[src/rtl/trig_pkg.sv]
package trig_pkg;

    typedef enum logic [1:0] {
        TX_IDLE  = 2'd0,
        TX_ARM   = 2'd1,
        TX_DRIVE = 2'd2,
        TX_GUARD = 2'd3
    } tx_state_t;

    typedef enum logic [1:0] {
        RX_IDLE = 2'd0,
        RX_LOW  = 2'd1,
        RX_HELD = 2'd2
    } rx_state_t;

    function automatic int max2(input int a, input int b);
        return (a > b) ? a : b;
    endfunction

endpackage

[src/rtl/trig_sync.sv]
module trig_sync #(
    parameter int STAGES = 2
) (
    input  logic clk,
    input  logic rst_n,
    input  logic d,
    output logic q
);
    logic [STAGES-1:0] chain;

    generate
        for (genvar i = 0; i < STAGES; i++) begin : g_stage
            if (i == 0) begin : g_first
                always_ff @(posedge clk or negedge rst_n) begin
                    if (!rst_n) chain[0] <= 1'b1;
                    else        chain[0] <= d;
                end
            end else begin : g_next
                always_ff @(posedge clk or negedge rst_n) begin
                    if (!rst_n) chain[i] <= 1'b1;
                    else        chain[i] <= chain[i-1];
                end
            end
        end
    endgenerate

    assign q = chain[STAGES-1];

endmodule

[src/rtl/trig_tx.sv]
module trig_tx
    import trig_pkg::*;
#(
    parameter int TX_TICKS    = 3,
    parameter int GUARD_TICKS = 1
) (
    input  logic clk,
    input  logic rst_n,
    input  logic tick,
    input  logic send_req,
    output logic pad_oe,
    output logic busy,
    output logic blank
);
    localparam int CW = $clog2(max2(TX_TICKS, GUARD_TICKS) + 1);
    localparam logic [CW-1:0] DRV_LAST = CW'(TX_TICKS - 1);
    localparam logic [CW-1:0] GRD_LAST = CW'(GUARD_TICKS - 1);

    tx_state_t     state, state_n;
    logic [CW-1:0] cnt, cnt_n;

    // state register
    always_ff @(posedge clk or negedge rst_n) begin
        if (!rst_n) begin
            state <= TX_IDLE;
            cnt   <= '0;
        end else begin
            state <= state_n;
            cnt   <= cnt_n;
        end
    end

    // next state
    always_comb begin
        state_n = state;
        cnt_n   = cnt;
        unique case (state)
            TX_IDLE: begin
                if (send_req) state_n = TX_ARM;
            end
            TX_ARM: begin
                if (tick) begin
                    state_n = TX_DRIVE;
                    cnt_n   = '0;
                end
            end
            TX_DRIVE: begin
                if (tick) begin
                    if (cnt == DRV_LAST) begin
                        state_n = TX_GUARD;
                        cnt_n   = '0;
                    end else begin
                        cnt_n = cnt + 1'b1;
                    end
                end
            end
            TX_GUARD: begin
                if (send_req) begin
                    state_n = TX_ARM;
                end else if (tick) begin
                    if (cnt == GRD_LAST) state_n = TX_IDLE;
                    else                 cnt_n   = cnt + 1'b1;
                end
            end
            default: state_n = TX_IDLE;
        endcase
    end

    // registered outputs
    always_ff @(posedge clk or negedge rst_n) begin
        if (!rst_n) begin
            pad_oe <= 1'b0;
            busy   <= 1'b0;
        end else begin
            pad_oe <= (state_n == TX_DRIVE);
            busy   <= (state_n == TX_ARM) || (state_n == TX_DRIVE);
        end
    end

    assign blank = (state != TX_IDLE);

    // checker: ticks seen while the pull-down is on
    logic [CW:0] drv_seen;
    always_ff @(posedge clk or negedge rst_n) begin
        if (!rst_n)         drv_seen <= '0;
        else if (!pad_oe)   drv_seen <= '0;
        else if (tick)      drv_seen <= drv_seen + 1'b1;
    end

    AST_PULSE_LENGTH: assert property (@(posedge clk) disable iff (!rst_n)
        $fell(pad_oe) |-> (drv_seen == (CW+1)'(TX_TICKS)));
    AST_REQ_TAKES_BUSY: assert property (@(posedge clk) disable iff (!rst_n)
        (send_req && !busy) |=> busy);
    AST_BUSY_ENDS_WITH_OE: assert property (@(posedge clk) disable iff (!rst_n)
        $fell(busy) |-> $fell(pad_oe));
    AST_OE_UNDER_BUSY: assert property (@(posedge clk) disable iff (!rst_n)
        pad_oe |-> busy);

endmodule

[src/rtl/trig_rx.sv]
module trig_rx
    import trig_pkg::*;
#(
    parameter int RX_MIN = 2
) (
    input  logic clk,
    input  logic rst_n,
    input  logic tick,
    input  logic line_hi,
    input  logic blank,
    output logic trig_rcvd
);
    localparam int CW = $clog2(RX_MIN + 1);
    localparam logic [CW-1:0] QUAL_LAST = CW'(RX_MIN - 1);

    rx_state_t     state, state_n;
    logic [CW-1:0] cnt, cnt_n;
    logic          fire;

    // state register
    always_ff @(posedge clk or negedge rst_n) begin
        if (!rst_n) begin
            state <= RX_IDLE;
            cnt   <= '0;
        end else begin
            state <= state_n;
            cnt   <= cnt_n;
        end
    end

    // next state
    always_comb begin
        state_n = state;
        cnt_n   = cnt;
        fire    = 1'b0;
        unique case (state)
            RX_IDLE: begin
                if (tick && !blank && !line_hi) begin
                    state_n = RX_LOW;
                    cnt_n   = CW'(1);
                end
            end
            RX_LOW: begin
                if (tick) begin
                    if (blank || line_hi) begin
                        state_n = RX_IDLE;
                        cnt_n   = '0;
                    end else if (cnt == QUAL_LAST) begin
                        state_n = RX_HELD;
                        cnt_n   = '0;
                        fire    = 1'b1;
                    end else begin
                        cnt_n = cnt + 1'b1;
                    end
                end
            end
            RX_HELD: begin
                if (tick && line_hi) state_n = RX_IDLE;
            end
            default: state_n = RX_IDLE;
        endcase
    end

    // registered output
    always_ff @(posedge clk or negedge rst_n) begin
        if (!rst_n) trig_rcvd <= 1'b0;
        else        trig_rcvd <= fire;
    end

    // checker: run of consecutive low tick samples, saturating
    logic [CW-1:0] low_run;
    always_ff @(posedge clk or negedge rst_n) begin
        if (!rst_n) low_run <= '0;
        else if (tick) begin
            if (line_hi)                   low_run <= '0;
            else if (low_run != CW'(RX_MIN)) low_run <= low_run + 1'b1;
        end
    end

    AST_RCVD_ONE_CYCLE: assert property (@(posedge clk) disable iff (!rst_n)
        trig_rcvd |=> !trig_rcvd);
    AST_RCVD_QUALIFIED: assert property (@(posedge clk) disable iff (!rst_n)
        trig_rcvd |-> (low_run == CW'(RX_MIN)));

endmodule

[src/rtl/trig_line_xcvr.sv]
module trig_line_xcvr #(
    parameter int TX_TICKS    = 3,
    parameter int RX_MIN      = 2,
    parameter int SYNC_STAGES = 2,
    parameter int GUARD_TICKS = 1
) (
    input  logic clk,
    input  logic rst_n,
    input  logic tick,
    input  logic send_req,
    input  logic pad_in,
    output logic pad_oe,
    output logic busy,
    output logic trig_rcvd
);
    logic line_hi;
    logic blank;

    trig_sync #(.STAGES(SYNC_STAGES)) u_sync (
        .clk   (clk),
        .rst_n (rst_n),
        .d     (pad_in),
        .q     (line_hi)
    );

    trig_tx #(.TX_TICKS(TX_TICKS), .GUARD_TICKS(GUARD_TICKS)) u_tx (
        .clk      (clk),
        .rst_n    (rst_n),
        .tick     (tick),
        .send_req (send_req),
        .pad_oe   (pad_oe),
        .busy     (busy),
        .blank    (blank)
    );

    trig_rx #(.RX_MIN(RX_MIN)) u_rx (
        .clk       (clk),
        .rst_n     (rst_n),
        .tick      (tick),
        .line_hi   (line_hi),
        .blank     (blank),
        .trig_rcvd (trig_rcvd)
    );

    AST_NO_SELF_TRIGGER: assert property (@(posedge clk) disable iff (!rst_n)
        trig_rcvd |-> !$past(pad_oe));
    AST_NO_RCVD_WHILE_ARMED: assert property (@(posedge clk) disable iff (!rst_n)
        trig_rcvd |-> !$past(busy));

endmodule

[config.mk]
export PLATFORM = sky130hd
export DESIGN_NAME = trig_line_xcvr
export DESIGN_NICKNAME = d
export VERILOG_FILES = /design/src/rtl/trig_pkg.sv /design/src/rtl/trig_sync.sv /design/src/rtl/trig_tx.sv /design/src/rtl/trig_rx.sv /design/src/rtl/trig_line_xcvr.sv
export SDC_FILE = /design/constraint.sdc
export NUM_CORES = 1
export LEC_CHECK = 0
export CAP_MARGIN = 10
export CORE_AREA = 10 10 48 50
export CTS_CLUSTER_DIAMETER = 100
export DETAILED_ROUTE_END_ITERATION = 12
export DIE_AREA = 0 0 58 60
export PLACE_DENSITY = 0.72
export SLEW_MARGIN = 20
export SYNTH_ARGS = -nofsm -noshare
export SYNTH_HDL_FRONTEND = slang
export SYNTH_HIERARCHICAL = 1
export SYNTH_SLANG_ARGS = --single-unit
[constraint.sdc]
create_clock -name clk -period 3 [get_ports clk]
set_input_delay 0.6 -clock clk [delete_from_list [all_inputs] [get_ports clk]]
set_output_delay 0.6 -clock clk [all_outputs]
set_load 0.03 [all_outputs]
==> out/qor.txt <==
status: finished, final reports clean
Clock Latency Late Sink: 0.27 ns
Global Route Usage Sum: 0.0731
unrepaired setup endpoints after global routing: no
grt ovf: 0
nets: 80
crit path cell chain: clkdlybuf4s50_1
width of the die: 58 um
vias in the first global route: 474
max incr delay on CP: 0.67 ns
PortBufs: 7
GPL Wtd Cong: 0.776
syn nets: 70
total CTS buffers: 3
synth warn: 6
Detailed Place HPWL: 835 um
Max Buffers Root-to-Sink: 2
peak supply drop: 0.463 mV
Synth Instances: 60
GR Util met2: 0.0982
Min-Delay Path Class: reg -> reg
Synth Cell Area: 698 sq um
met3 Use GR: 0.0360
Net Sw Frac: 0.376
sequential share of power: 0.409
Worst Path Required: 2.40 ns
count leader, synth: dfrtp_1
Yosys top cell by area: dfrtp_1
Area Growth Syn to Fin: 14.3%
Critical Path Start Type: register
Hold EP: u_sync/q
top cells by count, synth: 11 x dfrtp_1, 7 x inv_1, 5 x ha_1
Comb pwr share: 0.434
Slowest-stage cell, CP: clkdlybuf4s50_1
Starting Density: 0.486
H-tree level count: 1
Synth area leaders: dfrtp_1 39%, ha_1 9.0%, dfstp_2 7.5%, inv_1 3.8%, a2bb2o_4 2.9%
ys flop type: dfrtp_1
Yosys reg bits: 13
initial antenna violation count: 0
Total Wirelength: 1110 um
Final setup viols: 0
CTS Hold Bufs: 0
# fillers: 124
clock share of power: 0.157
sequential fraction of the synthesis area: 0.470
crit path kind: reg -> out
GR peak layer: met2
worst hold stages: 0
Crit. End Element: output port
Slew @ Worst Pin: 0.567 ns
endpoints failing hold: 0
setup_tns: 0 ns
layout cell share with drive strength beyond 1: 0.217
Internal Dissipation: 432 uW
power per cell area: 866 nW/um^2
fmax: 0.532 GHz
residual DRC count: 0
pin count of the biggest net entering global routing: 14
CTS tree: yes
number of synthesized flops with an enable pin: 0
post-route cell area: 798 sq um
per-cell routed wire length: 13.0 um
Synth cell types: 32
Worst Path Buf+Inv: 1
FFs w/ async S/R, synth: 1.00
num ports: 8
reg2reg path depth: 3
first-pass GRT wire length: 2040 um
Max Cap Viol: 0
CTS sink count: 13
Final min period: 1.88 ns
met1 Use GR: 0.0882
period utilization: 0.627
Synth top area share: 0.394
Post-Place Cell Area: 772 sq um
routed via count: 477
family with the most delay on the worst path: buffers and inverters
CTS resizes: 0
die height: 60 um
total setup buffers inserted after CTS: 0
flop2flop setup slack: 1.43 ns
hold_sp: u_sync/chain[0]
relative max-transition margin: 0.621
final antenna-violating net count: 0
Cell Rows: 14
clk root buf: clkbuf_4
Finished Layout Cells: 85
crit-path max FO: 1
LEAKAGE: 0.347 nW
clock-pin slew on the worst setup and hold paths: 0.08 ns
worst r2r src: u_tx/state[1]
FF-to-FF End: u_rx/state[1]
Starting DRT DRC Count: 16
via/cell ratio: 5.61
crit path DAT: 1.28 ns
ant diodes: 0
Die Area: 3480 sq um
core area: 1440 sq um
Pre-antenna DRT Iters: 4
Slew Viols, Final: 0
Final Skew: 0.000923 ns
Inst Count DP: 81
net switching power: 260 uW
Synth Area per Inst: 11.6 sq um
[placed cells by master, fill, tap and decap left out, types with 2 or more instances in the layout]
master,count
o21ai_2,2
o22a_2,2
clkbuf_4,3
nand2_1,2
ha_1,5
o21ai_0,2
a21oi_1,2
dfstp_2,2
inv_1,7
a2bb2oi_1,2
nor2b_1,2
dfrtp_1,11
clkdlybuf4s50_1,7
[per-layer routing]
metal	share of wire	wire [um]
met3	0.093	103
met5	0	0
met4	0	0
met2	0.42	467
met1	0.48	535
[through the flow]
| stage | hold slack [ns] | utilization | worst slack [ns] | total power [mW] |
|---|---|---|---|---|
| floorplan | 0.304 | - | 1.48 | 0.526 |
| global placement | 0.346 | 0.537 | 0.948 | 0.580 |
| detailed placement | 0.352 | 0.537 | 0.945 | 0.586 |
| CTS | 0.363 | 0.556 | 1.10 | 0.700 |
| global route | 0.366 | 0.556 | 1.06 | 0.758 |
| finish | 0.361 | 0.556 | 1.12 | 0.692 |
[power groups by stage]
| stage | sequential (mW) | clock (mW) | combinational [mW] |
|---|---|---|---|
| 4_1_cts | 0.281 | 0.115 | 0.304 |
| 3_5_place_dp | 0.285 | 0 | 0.301 |
| 5_1_grt | 0.296 | 0.119 | 0.342 |
| 3_3_place_gp | 0.285 | 0 | 0.295 |
| 2_1_floorplan | 0.278 | 0 | 0.248 |
| 6_report | 0.283 | 0.108 | 0.300 |
[cell families (layout without fill, tap and decap cells)]
| logic type | Yosys count | count (layout) | share of synthesized area |
|---|---|---|---|
| AO/OA/AOI/OAI | 17 | 17 | 0.211 |
| AND/OR/NAND/NOR | 15 | 15 | 0.152 |
| flip-flops | 13 | 13 | 0.470 |
| buffers and inverters | 9 | 18 | 0.0609 |
| adder cells (fa/ha/maj) | 5 | 5 | 0.0896 |
| multiplexers | 1 | 1 | 0.0161 |
[registers in the layout (all words and copies together), names as in the netlist]
name,cells
u_sync/q,1
u_tx/pad_oe,1
u_rx/trig_rcvd,1
u_rx/state,2
u_tx/state,2
u_sync/chain,1
u_tx/busy,1
u_rx/cnt,2
u_tx/cnt,2
[worst max path at each step]
stage / start / endpoint / slack, ns / depth (start not counted)
finish: u_tx/pad_oe / pad_oe / 1.12 / 1
global route: u_tx/pad_oe / pad_oe / 1.06 / 1
global placement: tick / u_tx/busy / 0.95 / 5
floorplan: u_tx/state[1] / u_rx/state[1] / 1.48 / 4
CTS: u_tx/pad_oe / pad_oe / 1.10 / 1
detailed placement: tick / u_tx/busy / 0.95 / 5
[layout make-up]
type,count,area [sq um],share of cell area
multi-input combinational,38,328,0.411
timing repair buffer,7,70.1,0.0878
inverter,7,26.3,0.0329
sequential,13,328,0.411
tap,16,20.0,0.0251
clock buffer,4,26.3,0.0329
Power figures use the tool's default switching activity.
